`config.mk`:
```
export PLATFORM = sky130hd
export DESIGN_NAME = pin_bank_top
export DESIGN_NICKNAME = d
export VERILOG_FILES = /design/src/rtl/pin_bank_pkg.sv /design/src/rtl/pin_bank_sync.sv /design/src/rtl/pin_bank_arb.sv /design/src/rtl/pin_bank_regs.sv /design/src/rtl/pin_bank_notify.sv /design/src/rtl/pin_bank_top.sv
export SDC_FILE = /design/constraint.sdc
export NUM_CORES = 1
export LEC_CHECK = 0
export BUFFER_PORTS_ARGS = -buffer_cell sky130_fd_sc_hd__buf_2
export CORE_ASPECT_RATIO = 1.2
export CORE_MARGIN = 8
export CORE_UTILIZATION = 25
export DETAILED_ROUTE_END_ITERATION = 10
export RECOVER_POWER = 25
export SLEW_MARGIN = 10
export SYNTH_ARGS = -nofsm -noshare
export SYNTH_HDL_FRONTEND = slang
export SYNTH_HIERARCHICAL = 1
export SYNTH_SLANG_ARGS = --single-unit
```
`constraint.sdc`:
```
create_clock -name clk -period 2.9 [get_ports clk]
set_input_delay 0.435 -clock clk [delete_from_list [all_inputs] [get_ports clk]]
set_output_delay 0.435 -clock clk [all_outputs]
set_load 0.02 [all_outputs]
```
`src/rtl/pin_bank_pkg.sv`:
```
package pin_bank_pkg;

   // Register offsets
   localparam int OFS_DIR  = 0;
   localparam int OFS_DOUT = 1;
   localparam int OFS_DIN  = 2;
   localparam int OFS_IEN  = 3;
   localparam int OFS_STAT = 4;

   typedef enum logic {
      HOST_A = 1'b0,
      HOST_B = 1'b1
   } host_e;

endpackage

```
`src/rtl/pin_bank_sync.sv`:
```
module pin_bank_sync #(
   parameter int NPINS  = 16,
   parameter int STAGES = 2
) (
   input  logic             clk,
   input  logic             rst_n,
   input  logic [NPINS-1:0] raw_i,
   output logic [NPINS-1:0] sync_o
);

   if (STAGES < 2) begin : g_bad_stages
      $error("pin_bank_sync: STAGES must be at least 2");
   end

   logic [NPINS-1:0] stg_q [STAGES];

   for (genvar g = 0; g < STAGES; g++) begin : g_stage
      if (g == 0) begin : g_first
         always_ff @(posedge clk) begin
            if (!rst_n) stg_q[g] <= '0;
            else        stg_q[g] <= raw_i;
         end
      end else begin : g_next
         always_ff @(posedge clk) begin
            if (!rst_n) stg_q[g] <= '0;
            else        stg_q[g] <= stg_q[g-1];
         end
      end
   end

   assign sync_o = stg_q[STAGES-1];

endmodule

```
`src/rtl/pin_bank_arb.sv`:
```
module pin_bank_arb #(
   parameter bit ROUND_ROBIN = 1'b1
) (
   input  logic clk,
   input  logic rst_n,
   input  logic a_req,
   input  logic b_req,
   output logic gnt_a,
   output logic gnt_b
);
   import pin_bank_pkg::*;

   host_e last_q;

   if (ROUND_ROBIN) begin : g_rr
      assign gnt_a = a_req && (!b_req || (last_q == HOST_B));
      assign gnt_b = b_req && !gnt_a;
   end else begin : g_fixed
      assign gnt_a = a_req;
      assign gnt_b = b_req && !a_req;
   end

   always_ff @(posedge clk) begin
      if (!rst_n)     last_q <= HOST_B;
      else if (gnt_a) last_q <= HOST_A;
      else if (gnt_b) last_q <= HOST_B;
   end


   one_grant_chk: assert property (@(posedge clk) disable iff (!rst_n)
      $onehot0({gnt_a, gnt_b}));


   lone_grant_chk: assert property (@(posedge clk) disable iff (!rst_n)
      (a_req && !b_req) |-> gnt_a);

   if (ROUND_ROBIN) begin : g_rr_chk

      alternate_chk: assert property (@(posedge clk) disable iff (!rst_n)
         (a_req && b_req && gnt_a) |=> (b_req |-> gnt_b));
   end

endmodule

```
`src/rtl/pin_bank_regs.sv`:
```
module pin_bank_regs #(
   parameter int NPINS = 16,
   parameter int AW    = 3
) (
   input  logic             clk,
   input  logic             rst_n,
   input  logic             wr_en,
   input  logic [AW-1:0]    wr_addr,
   input  logic [NPINS-1:0] wr_data,
   input  logic [AW-1:0]    rd_addr_a,
   input  logic [AW-1:0]    rd_addr_b,
   input  logic [NPINS-1:0] din,
   output logic [NPINS-1:0] dir_q,
   output logic [NPINS-1:0] dout_q,
   output logic [NPINS-1:0] ien_q,
   output logic [NPINS-1:0] stat_q,
   output logic [NPINS-1:0] evt,
   output logic [NPINS-1:0] rdata_a,
   output logic [NPINS-1:0] rdata_b
);
   import pin_bank_pkg::*;

   logic [NPINS-1:0] prev_q;
   logic             wr_dir, wr_dout, wr_ien, wr_stat;
   logic [NPINS-1:0] clr_mask;

   assign wr_dir  = wr_en && (wr_addr == AW'(OFS_DIR));
   assign wr_dout = wr_en && (wr_addr == AW'(OFS_DOUT));
   assign wr_ien  = wr_en && (wr_addr == AW'(OFS_IEN));
   assign wr_stat = wr_en && (wr_addr == AW'(OFS_STAT));

   // change detection on input pins only
   assign evt      = (din ^ prev_q) & ~dir_q;
   assign clr_mask = wr_stat ? wr_data : '0;

   always_ff @(posedge clk) begin
      if (!rst_n) begin
         dir_q  <= '0;
         dout_q <= '0;
         ien_q  <= '0;
         stat_q <= '0;
         prev_q <= '0;
      end else begin
         prev_q <= din;
         if (wr_dir)  dir_q  <= wr_data;
         if (wr_dout) dout_q <= wr_data;
         if (wr_ien)  ien_q  <= wr_data;
         stat_q <= (stat_q & ~clr_mask) | evt;
      end
   end

   function automatic logic [NPINS-1:0] read_mux(input logic [AW-1:0] ofs);
      if      (ofs == AW'(OFS_DIR))  return dir_q;
      else if (ofs == AW'(OFS_DOUT)) return dout_q;
      else if (ofs == AW'(OFS_DIN))  return din;
      else if (ofs == AW'(OFS_IEN))  return ien_q;
      else if (ofs == AW'(OFS_STAT)) return stat_q;
      else                           return '0;
   endfunction

   assign rdata_a = read_mux(rd_addr_a);
   assign rdata_b = read_mux(rd_addr_b);

   logic past_ok;
   always_ff @(posedge clk) begin
      if (!rst_n) past_ok <= 1'b0;
      else        past_ok <= 1'b1;
   end


   out_pin_quiet_chk: assert property (@(posedge clk) disable iff (!rst_n)
      past_ok |-> ((stat_q & ~$past(stat_q) & $past(dir_q)) == '0));


   sticky_stat_chk: assert property (@(posedge clk) disable iff (!rst_n)
      (past_ok && |($past(stat_q) & ~stat_q)) |-> $past(wr_stat));

endmodule

```
`src/rtl/pin_bank_notify.sv`:
```
module pin_bank_notify #(
   parameter int NPINS = 16
) (
   input  logic             clk,
   input  logic             rst_n,
   input  logic             idle_i,
   input  logic [NPINS-1:0] evt,
   input  logic [NPINS-1:0] ien_q,
   input  logic [NPINS-1:0] stat_q,
   output logic             irq_o,
   output logic             wake_o
);

   logic pending;
   logic wake_q;

   assign pending = |(stat_q & ien_q);
   assign irq_o   = pending && !idle_i;

   always_ff @(posedge clk) begin
      if (!rst_n)              wake_q <= 1'b0;
      else if (!idle_i)        wake_q <= 1'b0;
      else if (|(evt & ien_q)) wake_q <= 1'b1;
      else if (!pending)       wake_q <= 1'b0;
   end

   assign wake_o = wake_q;


   wake_drop_chk: assert property (@(posedge clk) disable iff (!rst_n)
      !idle_i |=> !wake_o);


   wake_hold_chk: assert property (@(posedge clk) disable iff (!rst_n)
      (wake_o && idle_i && pending) |=> wake_o);

endmodule

```
`src/rtl/pin_bank_top.sv`:
```
module pin_bank_top #(
   parameter int NPINS       = 16,
   parameter int AW          = 3,
   parameter int SYNC_STAGES = 2,
   parameter bit ROUND_ROBIN = 1'b1
) (
   input  logic             clk,
   input  logic             rst_n,
   input  logic             idle_i,
   input  logic [NPINS-1:0] pin_in,
   output logic [NPINS-1:0] pin_out,
   output logic [NPINS-1:0] pin_oe,
   input  logic             a_req,
   input  logic             a_we,
   input  logic [AW-1:0]    a_addr,
   input  logic [NPINS-1:0] a_wdata,
   output logic [NPINS-1:0] a_rdata,
   output logic             a_ready,
   input  logic             b_req,
   input  logic             b_we,
   input  logic [AW-1:0]    b_addr,
   input  logic [NPINS-1:0] b_wdata,
   output logic [NPINS-1:0] b_rdata,
   output logic             b_ready,
   output logic             irq_o,
   output logic             wake_o
);

   if (NPINS < 1 || NPINS > 32) begin : g_bad_npins
      $error("pin_bank_top: NPINS must be 1..32");
   end
   if (AW < 3) begin : g_bad_aw
      $error("pin_bank_top: AW must be at least 3");
   end

   logic             gnt_a, gnt_b;
   logic             wr_en;
   logic [AW-1:0]    wr_addr;
   logic [NPINS-1:0] wr_data;
   logic [NPINS-1:0] din, evt;
   logic [NPINS-1:0] dir_q, dout_q, ien_q, stat_q;

   pin_bank_arb #(.ROUND_ROBIN(ROUND_ROBIN)) arb_i (
      .clk   (clk),
      .rst_n (rst_n),
      .a_req (a_req),
      .b_req (b_req),
      .gnt_a (gnt_a),
      .gnt_b (gnt_b)
   );

   assign wr_en   = (gnt_a && a_we) || (gnt_b && b_we);
   assign wr_addr = gnt_b ? b_addr  : a_addr;
   assign wr_data = gnt_b ? b_wdata : a_wdata;

   pin_bank_sync #(.NPINS(NPINS), .STAGES(SYNC_STAGES)) sync_i (
      .clk    (clk),
      .rst_n  (rst_n),
      .raw_i  (pin_in),
      .sync_o (din)
   );

   pin_bank_regs #(.NPINS(NPINS), .AW(AW)) regs_i (
      .clk       (clk),
      .rst_n     (rst_n),
      .wr_en     (wr_en),
      .wr_addr   (wr_addr),
      .wr_data   (wr_data),
      .rd_addr_a (a_addr),
      .rd_addr_b (b_addr),
      .din       (din),
      .dir_q     (dir_q),
      .dout_q    (dout_q),
      .ien_q     (ien_q),
      .stat_q    (stat_q),
      .evt       (evt),
      .rdata_a   (a_rdata),
      .rdata_b   (b_rdata)
   );

   pin_bank_notify #(.NPINS(NPINS)) notify_i (
      .clk    (clk),
      .rst_n  (rst_n),
      .idle_i (idle_i),
      .evt    (evt),
      .ien_q  (ien_q),
      .stat_q (stat_q),
      .irq_o  (irq_o),
      .wake_o (wake_o)
   );

   assign a_ready = gnt_a;
   assign b_ready = gnt_b;
   assign pin_out = dout_q;
   assign pin_oe  = dir_q;

endmodule

```
==> metrics.yaml <==
run_status:
  run_status: "completed"
min_path:
  worstHoldPathType: "in -> reg"
clocking:
  numCtsBuffers: 17
  cts_tree: "done"
  h_tree_level_count: 4
  clk_root_buffer_cell: "sky130_fd_sc_hd__clkbuf_16"
  max-clock-path-buffers: 2
  worstSkewPairLatency_ns: 0.42
  post_cts_setup_driven_buffer_insertion_count: 0
  cts_hold_buf: 0
  post_cts_resized: 0
  clkTransAtPathRegs_ns: 0.06
  numClockSinks: 114
route:
  firstDrtPassIters: 5
  routedWlPerCell_um: 17.7
  detailroute.via_count: 5100
  via_per_inst: 4.70
  drt_iter0_markers: 379
  wl_mm: 19.2
  drcViolationCount: 0
  antenna_violating_nets_post_route: 0
timing:
  fin_tns_setup_ns: 0
  max_slew.worst_pin.slew_ns: 1.20
  setup_viol_count_final: 0
  timing.max_slew.rel_slack_pct: 20.0
  fin_skew_ns: 0.00731
  setup_ws_ns: 0.427
  setup_repair_after_global_routing_missed_its_margin: "no"
  pins_over_slew_limit: 0
  hold_viol_final: 0
  final.hold.worst_slack_ns: 0.231
  layout_worst_path_cycle_share_pct: 85.3
  fmax_ghz: 0.404
  post-route-min-period_ns: 2.47
yosys:
  synth.net_count: 704
  synth_top_area_cell: "sky130_fd_sc_hd__dfxtp_1"
  ys.warnings.count: 6
  post_synth_num_cell_types: 41
  syn_area_sq_mm: 0.00607
  yosysTopAreaCellShare_pct: 37.6
  ys_seq_area_share_pct: 37.6
  most_used_flip_flop_cell_after_synthesis: "sky130_fd_sc_hd__dfxtp_1"
  synth_top_cells_by_area: "sky130_fd_sc_hd__dfxtp_1 (38%), sky130_fd_sc_hd__mux2i_1 (7.1%), sky130_fd_sc_hd__o21a_1 (5.1%), sky130_fd_sc_hd__mux2_4 (4.7%), sky130_fd_sc_hd__and2_2 (4.0%)"
  synth_seq_cells: 114
  synth_area_per_cell_sq_um: 9.44
  postSynthCellCount: 643
  synth-async-reset-ratio_pct: 0
  synth_edf_count: 0
critical_path:
  worstSetupPathType: "reg -> reg"
  cp_data_required_time_ns: 3.19
  timing.critical_path.fanout_max: 32
  critPathArrivalTime_ns: 2.76
  crit_path_start_kind: "register"
  crit_end_element: "register"
die:
  floorplan.die.width_um: 158
  core-area_sq_mm: 0.0239
  floorplan.die.height_um: 187
  boundaryPins: 129
  initial_core_util_pct: 25.4
  fp.dieArea_sq_mm: 0.0295
  placementRows: 62
placed_design:
  place_hpwl_mm: 14.5
  placedCellCount: 1053
  placed_cell_area_sq_mm: 0.00701
  port_buffers: 128
  place.gp.congestion: 0.839
  dpl_worst_slack_ns: 0.203
pwr:
  power-per-cell-area_mw_per_mm2: 586
  power_mw: 4.47
  vdd_ir_drop_max_mv: 0.388
  leakagePower_nw: 3.30
global_routing:
  grt_start_max_net_pins: 55
  grt_first_pass_wirelength_mm: 29.9
  antenna_found_initial: 0
  first_global_vias: 4899
  remaining_global_route_overflow: 0
  global_route.usage.total_pct: 13.1
layout:
  final_layout_size_suffix_gt1_share_pct: 34.5
  final_cells: 1085
  antenna_cells_inserted: 0
  final_core_utilization_pct: 31.9
  design_area_sq_mm: 0.00762
  multiInputGateArea_sq_mm: 0.00351
  count_of_nets_after_finishing: 813
  ff_latch_area_sq_mm: 0.00228
  area_delta_synth_final_pct: 25.5
  n_fill_cell: 2570
run:
  maxCapViolations: 0
[routing by layer]
layer  up-vias  GRT usage, %  routed length, um
met5         -             0                  0
met4         0          5.67                419
met3        23          2.94                924
met2       164          19.4               8560
met1      2373          17.8               9330
li1       2540             -                  -
[area by class of cell]
cell class / count / share of cell area (%)
tap: 320 / 5.25
multi-input combinational: 472 / 46.1
timing repair buffer: 145 / 10.3
clock inverter: 15 / 2.71
inverter: 2 / 0.0985
sequential: 114 / 29.9
clock buffer: 17 / 5.58
[where the power goes]
part | leakage (nW) | internal [mW] | switching, mW
sequential | 0.931 | 1.63 | 0.0644
clock | 0.304 | 1.44 | 0.789
combinational | 2.07 | 0.232 | 0.309
total | 3.30 | 3.31 | 1.16
[critical path, cell delays in order (launching register included)]
cell and delay (ns):
sky130_fd_sc_hd__dfxtp_1 0.31, sky130_fd_sc_hd__and2_4 0.15, sky130_fd_sc_hd__nor2b_4 0.31, sky130_fd_sc_hd__mux2_4 0.36, sky130_fd_sc_hd__or4b_2 0.66, sky130_fd_sc_hd__buf_4 0.30
sky130_fd_sc_hd__nand3_2 0.14, sky130_fd_sc_hd__o21ai_2 0.08
[kinds of logic (layout without fill, tap and decap cells)]
logic type,after synthesis,after routing,synth area share (%)
AO/OA/AOI/OAI,209,209,24.8
multiplexers,64,64,12.5
XOR/XNOR,16,16,2.31
flip-flops,114,114,37.6
AND/OR/NAND/NOR,183,183,18.1
buffers and inverters,57,179,4.64
[cell usage in the layout, fill, tap and decap left out, drive strengths merged, types with 18 or more instances in the layout]
| cell | instances |
|---|---|
| buf | 142 |
| dfxtp | 114 |
| o21ai | 55 |
| nand2 | 49 |
| and2 | 49 |
| mux2i | 43 |
| o21a | 41 |
| nand3 | 34 |
| a21boi | 33 |
| nand3b | 20 |
| clkbuf | 20 |
| mux2 | 19 |
| nor2 | 19 |
| o22ai | 18 |
[synth_stat cells (2+ instances only)]
cell	count
sky130_fd_sc_hd__a21boi_1	22
sky130_fd_sc_hd__and4_1	2
sky130_fd_sc_hd__clkbuf_2	3
sky130_fd_sc_hd__a221oi_1	8
sky130_fd_sc_hd__mux2_4	19
sky130_fd_sc_hd__o21ai_0	38
sky130_fd_sc_hd__dfxtp_1	114
sky130_fd_sc_hd__o2bb2ai_1	5
sky130_fd_sc_hd__a22o_1	9
sky130_fd_sc_hd__and2_2	32
sky130_fd_sc_hd__and2_1	16
sky130_fd_sc_hd__o21ai_2	17
sky130_fd_sc_hd__mux2i_1	43
sky130_fd_sc_hd__xnor2_1	16
sky130_fd_sc_hd__nor2_1	19
sky130_fd_sc_hd__a21oi_1	17
sky130_fd_sc_hd__nand3_1	20
sky130_fd_sc_hd__nand2_1	49
sky130_fd_sc_hd__a2bb2oi_1	5
sky130_fd_sc_hd__nand3b_1	20
sky130_fd_sc_hd__o22ai_1	18
sky130_fd_sc_hd__nand3_2	14
sky130_fd_sc_hd__nor2b_1	4
sky130_fd_sc_hd__o21a_1	41
sky130_fd_sc_hd__a21boi_0	11
sky130_fd_sc_hd__buf_6	5
sky130_fd_sc_hd__clkbuf_1	31
sky130_fd_sc_hd__buf_2	12
sky130_fd_sc_hd__buf_4	3
sky130_fd_sc_hd__mux4_2	2
sky130_fd_sc_hd__inv_1	2
sky130_fd_sc_hd__o211a_1	17
[final timing paths]
path | cells after the start | to | from | slack, ns
setup / recovery | 7 | regs_i/dir_q[9] | arb_i/last_q | 0.43
hold / removal | 2 | sync_i/stg_q[0][1] | pin_in[1] | 0.23
setup reg to reg | 7 | regs_i/dir_q[9] | arb_i/last_q | 0.43
hold reg to reg | 1 | sync_i/stg_q[1][14] | sync_i/stg_q[0][14] | 0.44
[flip-flops by register name, indices dropped and copies added, names as in the netlist]
| signal | cells |
|---|---|
| sync_i/stg_q | 32 |
| regs_i/dir_q | 16 |
| regs_i/dout_q | 16 |
| regs_i/ien_q | 16 |
| regs_i/prev_q | 16 |
| regs_i/stat_q | 16 |
| arb_i/last_q | 1 |
| notify_i/wake_o | 1 |
No activity file was read; power rests on OpenSTA's default activity.
